**src/rtl/fts_pkg.sv**
```systemverilog
package fts_pkg;
  typedef enum logic [2:0] {
    PH_IDLE     = 3'd0,
    PH_EXPOSE   = 3'd1,
    PH_OVERHEAD = 3'd2,
    PH_READOUT  = 3'd3,
    PH_DELAY    = 3'd4
  } phase_e;

  // strobes from control to datapath, each valid on the edge that enters a phase
  typedef struct packed {
    logic startFrame;
    logic loadOvh;
    logic loadRead;
    logic loadDly;
  } ctrlCmd_t;
endpackage

```
**src/rtl/fts_ctrl.sv**
```systemverilog
module fts_ctrl
  import fts_pkg::*;
(
  input  logic     clk,
  input  logic     rstN,
  input  logic     runEn,
  input  logic     phaseDone,
  output phase_e   phaseQ,
  output ctrlCmd_t cmd,
  output logic     frameStartQ
);
  phase_e phaseNxt;

  always_comb begin
    phaseNxt = phaseQ;
    cmd      = '0;
    unique case (phaseQ)
      PH_IDLE: if (runEn) begin
        phaseNxt       = PH_EXPOSE;
        cmd.startFrame = 1'b1;
      end
      PH_EXPOSE: if (phaseDone) begin
        phaseNxt    = PH_OVERHEAD;
        cmd.loadOvh = 1'b1;
      end
      PH_OVERHEAD: if (phaseDone) begin
        phaseNxt     = PH_READOUT;
        cmd.loadRead = 1'b1;
      end
      PH_READOUT: if (phaseDone) begin
        phaseNxt    = PH_DELAY;
        cmd.loadDly = 1'b1;
      end
      PH_DELAY: if (phaseDone) begin
        if (runEn) begin
          phaseNxt       = PH_EXPOSE;
          cmd.startFrame = 1'b1;
        end else begin
          phaseNxt = PH_IDLE;
        end
      end
      default: phaseNxt = PH_IDLE;
    endcase
  end

  always_ff @(posedge clk or negedge rstN) begin
    if (!rstN) begin
      phaseQ      <= PH_IDLE;
      frameStartQ <= 1'b0;
    end else begin
      phaseQ      <= phaseNxt;
      frameStartQ <= cmd.startFrame;
    end
  end
endmodule

```
**src/rtl/fts_dp.sv**
```systemverilog
module fts_dp
  import fts_pkg::*;
#(
  parameter int EXP_W       = 20,
  parameter int OVH_W       = 8,
  parameter int MODE_W      = 3,
  parameter int LINE_W      = 12,
  parameter int TRIG_W      = 16,
  parameter int CNT_W       = 24,
  parameter int LINE_UNIT   = 129,
  parameter int OVH_DEFAULT = 10,
  parameter int MAX_MODE    = 4
) (
  input  logic              clk,
  input  logic              rstN,
  input  phase_e            phase,
  input  ctrlCmd_t          cmd,
  input  logic              tickEn,
  input  logic [EXP_W-1:0]  expIn,
  input  logic              ovhWe,
  input  logic [OVH_W-1:0]  ovhWdata,
  input  logic [MODE_W-1:0] modeIn,
  input  logic [LINE_W-1:0] linesIn,
  input  logic [TRIG_W-1:0] trigIn,
  input  logic              bitModeIn,
  output logic              phaseDone,
  output logic              lineStrobe,
  output logic              bitModeOut
);
  localparam logic [MODE_W-1:0] MODE_CAP = MODE_W'(MAX_MODE);
  localparam logic [CNT_W-1:0]  UNIT     = CNT_W'(LINE_UNIT);
  localparam logic [CNT_W-1:0]  ONE      = CNT_W'(1);

  logic [OVH_W-1:0]  ovhReg, ovhLat;
  logic [MODE_W-1:0] modeLat, modeClamp;
  logic [LINE_W-1:0] linesLat, rowsLeft;
  logic [TRIG_W-1:0] trigLat;
  logic              bitLat;
  logic [CNT_W-1:0]  cnt, pos;
  logic [CNT_W-1:0]  ratioLat, lineLen, ovhLen;
  logic              step, lineEnd;

  assign modeClamp = (modeIn > MODE_CAP) ? MODE_CAP : modeIn;
  assign ratioLat  = ONE << modeLat;
  assign lineLen   = UNIT << modeLat;
  assign ovhLen    = (CNT_W'(ovhLat) + (ratioLat << 1)) * UNIT;
  assign step      = (phase != PH_DELAY) || tickEn;
  assign lineEnd   = (pos == lineLen - ONE);

  // programmable overhead value
  always_ff @(posedge clk or negedge rstN) begin
    if (!rstN)      ovhReg <= OVH_W'(OVH_DEFAULT);
    else if (ovhWe) ovhReg <= ovhWdata;
  end

  // per-frame capture
  always_ff @(posedge clk or negedge rstN) begin
    if (!rstN) begin
      ovhLat   <= '0;
      modeLat  <= '0;
      linesLat <= '0;
      trigLat  <= '0;
      bitLat   <= 1'b0;
    end else if (cmd.startFrame) begin
      ovhLat   <= ovhReg;
      modeLat  <= modeClamp;
      linesLat <= linesIn;
      trigLat  <= trigIn;
      bitLat   <= bitModeIn;
    end
  end

  // phase counters
  always_ff @(posedge clk or negedge rstN) begin
    if (!rstN) begin
      cnt      <= '0;
      pos      <= '0;
      rowsLeft <= '0;
    end else if (cmd.startFrame) begin
      cnt <= CNT_W'(expIn);
    end else if (cmd.loadOvh) begin
      cnt <= ovhLen;
    end else if (cmd.loadRead) begin
      pos      <= '0;
      rowsLeft <= linesLat;
    end else if (cmd.loadDly) begin
      cnt <= CNT_W'(trigLat);
    end else if (phase == PH_READOUT) begin
      if (lineEnd) begin
        pos <= '0;
        if (rowsLeft != '0) rowsLeft <= rowsLeft - LINE_W'(1);
      end else begin
        pos <= pos + ONE;
      end
    end else if (step && cnt != '0) begin
      cnt <= cnt - ONE;
    end
  end

  always_comb begin
    if (phase == PH_READOUT)
      phaseDone = (rowsLeft == '0) || (rowsLeft == LINE_W'(1) && lineEnd);
    else if (phase == PH_IDLE)
      phaseDone = 1'b0;
    else
      phaseDone = (cnt == '0) || (step && cnt == ONE);
  end

  assign lineStrobe = (phase == PH_READOUT) && (pos == '0) && (rowsLeft != '0);
  assign bitModeOut = bitLat;
endmodule

```
**src/rtl/frame_timer.sv**
```systemverilog
module frame_timer
  import fts_pkg::*;
#(
  parameter int EXP_W  = 20,
  parameter int OVH_W  = 8,
  parameter int MODE_W = 3,
  parameter int LINE_W = 12,
  parameter int TRIG_W = 16,
  parameter int CNT_W  = 24
) (
  input  logic              clk,
  input  logic              rstN,
  input  logic              runEn,
  input  logic              tickEn,
  input  logic [EXP_W-1:0]  expCycles,
  input  logic              ovhWe,
  input  logic [OVH_W-1:0]  ovhWdata,
  input  logic [MODE_W-1:0] outMode,
  input  logic [LINE_W-1:0] lineCount,
  input  logic [TRIG_W-1:0] trigPeriod,
  input  logic              bitModeIn,
  output logic [2:0]        phase,
  output logic              frameStart,
  output logic              lineStrobe,
  output logic              bitModeOut
);
  phase_e   phaseQ;
  ctrlCmd_t cmd;
  logic     phaseDone;

  fts_ctrl u_ctrl (
    .clk(clk), .rstN(rstN), .runEn(runEn), .phaseDone(phaseDone),
    .phaseQ(phaseQ), .cmd(cmd), .frameStartQ(frameStart)
  );

  fts_dp #(
    .EXP_W(EXP_W), .OVH_W(OVH_W), .MODE_W(MODE_W),
    .LINE_W(LINE_W), .TRIG_W(TRIG_W), .CNT_W(CNT_W)
  ) u_dp (
    .clk(clk), .rstN(rstN), .phase(phaseQ), .cmd(cmd), .tickEn(tickEn),
    .expIn(expCycles), .ovhWe(ovhWe), .ovhWdata(ovhWdata), .modeIn(outMode),
    .linesIn(lineCount), .trigIn(trigPeriod), .bitModeIn(bitModeIn),
    .phaseDone(phaseDone), .lineStrobe(lineStrobe), .bitModeOut(bitModeOut)
  );

  assign phase = phaseQ;
endmodule

```
**config.mk**
```make
export PLATFORM = sky130hd
export DESIGN_NAME = frame_timer
export DESIGN_NICKNAME = d
export VERILOG_FILES = /design/src/rtl/fts_pkg.sv /design/src/rtl/fts_ctrl.sv /design/src/rtl/fts_dp.sv /design/src/rtl/frame_timer.sv
export SDC_FILE = /design/constraint.sdc
export NUM_CORES = 1
export LEC_CHECK = 0
export ABC_CLOCK_PERIOD_IN_PS = 4730
export CAP_MARGIN = 15
export CELL_PAD_IN_SITES_DETAIL_PLACEMENT = 1
export CELL_PAD_IN_SITES_GLOBAL_PLACEMENT = 1
export CORE_MARGIN = 2
export CORE_UTILIZATION = 40
export CTS_CLUSTER_DIAMETER = 30
export DETAILED_ROUTE_END_ITERATION = 12
export GPL_ROUTABILITY_DRIVEN = 1
export PLACE_DENSITY = 0.76
export SYNTH_ARGS = -nofsm -noshare
export SYNTH_HDL_FRONTEND = slang
export SYNTH_SLANG_ARGS = --single-unit
```
**constraint.sdc**
```tcl
create_clock -name clk -period 4.73 [get_ports clk]
set_input_delay 0.7095 -clock clk [delete_from_list [all_inputs] [get_ports clk]]
set_output_delay 0.7095 -clock clk [all_outputs]
set_load 0.005 [all_outputs]
```
== Word level (Yosys, flattened, before mapping) ==
Cells that the tools add are included.

* Flip-flop bits (word level): 112
* Input bits: 65

* Magnitude comparators: 1
* Multiply operators: 1
* Shifts and indexed selects: 2
* Bitwise operators: 2
* Equality and inequality tests: 16
* Mux-type cells: 32
* Reduce and logical (&&, ||, !) cells: 22
* Add/subtract/negate cells: 5

{| class="wikitable"
|+ Operator list
! cell !! number
|-
| $mux W24 || 10
|-
| $mux W12 || 5
|-
| $logic_not A24 Y1 || 2
|-
| $sub A24 B1 Y24 const B || 2
|-
| $add A24 B1 Y24 const B || 1
|-
| $add A8 B24 Y24 || 1
|-
| $eq A24 B1 Y1 const B || 1
|-
| $eq A24 B24 Y1 || 1
|-
| $mul A24 B8 Y24 const B || 1
|-
| $reduce_bool A24 Y1 || 1
|-
| $shl A8 B3 Y24 const A || 1
|-
| $shl A1 B3 Y23 const A || 1
|-
| $mux W3 || 6
|-
| $pmux W3 S5 || 1
|-
| $eq A12 B1 Y1 const B || 1
|-
| $logic_not A12 Y1 || 1
|-
| $reduce_bool A12 Y1 || 1
|-
| $sub A12 B1 Y12 const B || 1
|-
| $ne A2 B2 Y1 const B || 5
|-
| $mux W1 || 9
|-
| $eq A3 B2 Y1 const B || 2
|-
| $reduce_and A6 Y1 || 1
|-
| $reduce_bool A2 Y1 || 3
|-
| $logic_and A1 B1 Y1 || 5
|-
| other kinds (15) || 18
|}

== Longest topological paths before layout ==
* Depth after elaboration: 12
* Gate-level depth with buffers: 21
* Gate-level depth less buffers: 20

== Modules after synthesis ==
From an unflattened synthesis, not the netlist that was laid out.

* Cell total of the unflattened synthesis: 790
* Area total of the unflattened synthesis: 7,244.4 sq um

{| class="wikitable"
|+ Modules (own cells, without submodules)
! module !! instances !! cells an instance !! area each (sq um)
|-
| fts_dp || 1 || 767 || 7,033.0
|-
| fts_ctrl || 1 || 23 || 211.5
|}

== Worst setup path after synthesis ==
No wires, ideal clock.

* Kind: register to register
* Start point: register u_dp.modeLat[1]
* End point: register u_dp.cnt[14]
* Data required time: 4.595 ns
* Path buffers: 2
* Setup slack: 0.262 ns
* Data arrival time: 4.333 ns
* Cell stages (with the launch flop): 22
* Cell sequence: dfrtp_1 > buf_2 > nor3b_1 > inv_1 > xnor2_1 > ha_1 > nor3_1 > a211oi_2 > a31oi_1 > xnor2_1 > inv_1 > ha_1 > ha_1 > ha_1 > nand3_1 > and2_1 > buf_1 > nor4b_1 > a2111oi_2 > nor3_1 > a2111oi_0 > o31ai_1

* Longest elaborated chain between the ends: 12
* Elaborated cells between the ends (all ways): 23
* Classes of those cells: add/sub: 2; mul: 1; eq/ne: 3; shift: 2; mux: 11; reduce/logical: 4

{| class="wikitable"
|+ Ends and longest elaborated chain
! what !! line !! source
|-
| start: declaration || fts_dp.sv:35 || <nowiki>logic [MODE_W-1:0] modeLat, modeClamp;</nowiki>
|-
| start signal: assignment || fts_dp.sv:66 || <nowiki>modeLat <= modeClamp;</nowiki>
|-
| branches (longest 12 deep; another with $add A8 B24 Y24) || -- ||
|-
| end signal: assignment || fts_dp.sv:80 || <nowiki>cnt <= CNT_W'(expIn);</nowiki>
|-
| end signal: assignment || fts_dp.sv:82 || <nowiki>cnt <= ovhLen;</nowiki>
|-
| end signal: assignment || fts_dp.sv:87 || <nowiki>cnt <= CNT_W'(trigLat);</nowiki>
|-
| end: declaration || fts_dp.sv:39 || <nowiki>logic [CNT_W-1:0] cnt, pos;</nowiki>
|}

Parallel ways; which one is timed is not known. The select of a mux whose other input is x is not followed.
A chain may end at the register's enable or synchronous reset.

== Worst setup path after layout ==
* Start point: register u_dp.modeLat[0]
* End point: register u_dp.cnt[14]

Same word-level chain as after synthesis.

==> flow_summary.yaml <==
synth:
  synth-async-reset-ratio_pct: 100
  ys_seq_elements: 112
  netlist.top_cell.by_area: "dfrtp_1"
  ys.flop_type: "dfrtp_1"
  syn_inst: 949
  ys_types: 75
  netlist.area_leader.share_pct: 35.9
  ys_seq_area_share_pct: 36.6
  syn_area_mm2: 0.00766
  synth_warnings: 0
  synth-edff-count: 0
  synthTopCellsByArea: "dfrtp_1 (36%), nand2_1 (9.1%), o21ai_0 (3.7%)"
  synth_nets: 1037
  syn_avg_cell_area_um2: 8.07
floorplanning:
  initial_core_util_pct: 40.8
  die_h_um: 142
  die_w_um: 142
  io_pins: 71
  rows: 50
  core_mm2: 0.0188
  dieArea_mm2: 0.0203
power:
  seqPwrFrac_pct: 44.9
  power_density_mw_per_mm2: 274
  switching_share_pct: 29.8
  p_sw_mw: 0.728
  pwr-share-comb_pct: 20.2
  power.share.clock_pct: 34.9
  max-vdd-ir-drop_uv: 162
  p_int_mw: 1.72
  leakagePower_nw: 3.86
sta:
  final_max_slew_viol_count: 0
  tns_ns: 0
  fin_skew_ns: 0.0102
  post-route-min-period_ns: 4.33
  fmax_mhz: 231
  max_slew_margin_pct: 39.6
  worstMarginPinSlew_ns: 0.906
  setup_viol: 0
  hold_viol_final: 0
  rsz0062_at_grt: "no"
  finalCritPeriodShare_pct: 91.6
cts:
  h-tree-depth: 3
  clkSlewWorstSetupHoldPaths_ns: 0.07
  cts_tree: "built"
  clock_sinks: 112
  cts_buffers: 9
  worstSkewPairLatency_ns: 0.37
  cts_root_buffer: "clkbuf_16"
  clock_path_buffers: 2
worst_setup_path:
  cp_max_fo: 10
  worstSetupEndpointType: "flip-flop"
  required_ns: 4.96
  cp_data_arrival_time_ns: 4.56
  critPathKind: "reg2reg"
  crit_path_start_kind: "flip-flop"
grt:
  grt_first_pass_wirelength_mm: 39.8
  grt_overflow: 0
  grt_usage_pct: 24.8
  antenna_found_initial: 0
  grt_max_degree: 59
  grt_pass1_vias: 7424
finish:
  antenna_cells: 0
  finalNonFillerCells: 1231
  layout-drive-gt1-share_pct: 8.73
  area_growth_pct: 16.4
  fill_cells: 2251
  fin_util_pct: 47.5
  nets: 1080
placement:
  place_congestion: 0.895
  port_buffers: 70
  dp.cells: 1213
  dp_hpwl_mm: 17.4
routing:
  route.detailed.vias_per_inst: 5.95
  num_vias: 7322
  drt-total-wl_mm: 24.4
  drc_errors: 0
  drt_iter0_markers: 448
  first_pass_iters: 5
  ant_nets: 0
  wl_per_cell_um: 19.9
run:
  maxCapViolCount: 0
status:
  status: "complete, no violations"
hold_path:
  hold_class: "in2async"
==> final timing paths <==
check,slack [ns],start,endpoint,cells after the start
worst max-delay path,0.40,u_dp.modeLat[0]$_DFFE_PN0P_,u_dp.cnt[14]$_DFFE_PN0P_,18
worst min-delay path,0.39,rstN,u_dp.ovhReg[7]$_DFFE_PN0P_,1
worst max register to register,0.40,u_dp.modeLat[0]$_DFFE_PN0P_,u_dp.cnt[14]$_DFFE_PN0P_,18
worst min register to register,0.47,u_dp.linesLat[7]$_DFFE_PN0P_,u_dp.linesLat[7]$_DFFE_PN0P_,2
max in group asynchronous,3.42,rstN,u_dp.ovhReg[1]$_DFFE_PN1P_,2
min in group clk,0.47,u_dp.linesLat[7]$_DFFE_PN0P_,u_dp.linesLat[7]$_DFFE_PN0P_,2
==> cells in the mapped netlist (4+ instances only) <==
cell and instances:
ha_1 22, nand4_1 13, nand3b_1 4, nor2b_1 16
buf_2 15, or4_1 15, or2_2 5, nand3_1 54
mux2i_1 9, a21o_1 6, o211ai_1 12, xor2_1 10
a21oi_2 5, nor2_1 68, nor4b_1 4, a21oi_1 40
and3_1 9, dfrtp_1 110, nor4_1 12, inv_1 20
mux2_2 8, o31ai_1 24, nand2_1 185, nor3_1 25
a2111oi_0 5, a31oi_1 7, clkbuf_1 41, nand2b_1 14
nor3b_1 7, o31a_1 4, or3_1 14, o22ai_1 16
a211oi_1 8, xnor2_1 13, o21ai_0 56, o41ai_1 9
==> worst max-delay path, stage by stage, from the launching register on <==
cell	delay (ns)
dfrtp_2	0.47
buf_4	0.19
and2_1	0.15
ha_1	0.36
o211ai_1	0.13
o211ai_2	0.28
o21a_1	0.19
o21ai_0	0.10
a211oi_2	0.29
ha_1	0.27
ha_1	0.20
ha_1	0.20
nand3_1	0.10
and2_1	0.23
nor4b_1	0.09
a2111oi_2	0.38
nor3_1	0.08
a2111oi_1	0.35
o31ai_1	0.13
==> registers in the layout, indices dropped and copies added, names as in the netlist <==
register,cells
u_dp.pos,24
u_dp.linesLat,12
u_dp.cnt,24
u_dp.bitModeOut,1
u_dp.trigLat,16
u_dp.ovhLat,8
u_dp.ovhReg,8
u_dp.rowsLeft,12
u_ctrl.frameStartQ,1
u_dp.modeLat,3
u_ctrl.phaseQ,3
==> per-layer routing <==
metal	GRT usage, %	routed length, um	up-vias
met5	0	0	-
li1	-	-	3522
met1	33.5	11300	3628
met2	41.5	11700	142
met3	3.40	1020	30
met4	7.19	486	0
==> placed cells by master (no fill, tap or decap), drive strengths merged, types with 7 or more instances in the layout <==
master         instances
nand2                185
dfrtp                110
clkdlybuf4s50         69
nor2                  69
o21ai                 58
nand3                 56
a21oi                 45
buf                   27
nor3                  27
o31ai                 24
ha                    22
inv                   21
or4                   17
nor2b                 16
o22ai                 16
nand2b                14
or3                   14
nand4                 13
xnor2                 13
o211ai                13
nor4                  12
xor2                  10
clkbuf                10
and3                   9
mux2i                  9
o41ai                  9
a211oi                 9
mux2                   8
or2                    8
nor3b                  7
a31oi                  7
==> logic make-up after synthesis <==
group                      after synthesis  share of synthesized area (%)
AOI/OAI and AO/OA                      224                           19.8
xor gates and xnor gates                23                           2.63
adders and majority gates               24                           3.99
buffers and inverters                   84                           4.75
DFF                                    112                           36.6
muxes                                   17                           2.35
and+or+nand+nor                        465                           29.8
==> what timing repair did <==
item,4_1_cts,5_1_grt
hold buffers,0,0
buffers inserted,0,2
setup endpoints to repair,0,3
resized for setup,0,8
==> layout make-up <==
cell class | count | area, um2 | area share [%]
Timing Repair Buffer | 96 | 893 | 10.0
Inverter | 20 | 75.1 | 0.843
Clock buffer | 10 | 229 | 2.57
Tap cell | 234 | 293 | 3.29
Multi-Input combinational cell | 753 | 4520 | 50.7
Sequential cell | 112 | 2810 | 31.5
Clock inverter | 6 | 91.3 | 1.03
==> through the flow <==
stage | instance area [um2] | power (mW) | hold slack, ns | worst slack, ns
finish | 8910 | 2.45 | 0.385 | 0.396
global route | 8910 | 2.57 | 0.439 | 0.00373
CTS | 8860 | 2.46 | 0.425 | 0.229
detailed placement | 8540 | 1.60 | 0.457 | 0.238
global placement | 8540 | 1.59 | 0.452 | 0.376
floorplan | 7660 | 1.41 | 0.414 | 0.262
==> power groups by stage <==
stage / combinational, mW / clock [mW] / sequential, mW
6_report: 0.494 / 0.855 / 1.10
3_3_place_gp: 0.478 / 0 / 1.11
5_1_grt: 0.561 / 0.904 / 1.11
4_1_cts: 0.494 / 0.874 / 1.09
3_5_place_dp: 0.490 / 0 / 1.11
2_1_floorplan: 0.340 / 0 / 1.07
(Power assumes the default switching activity.)
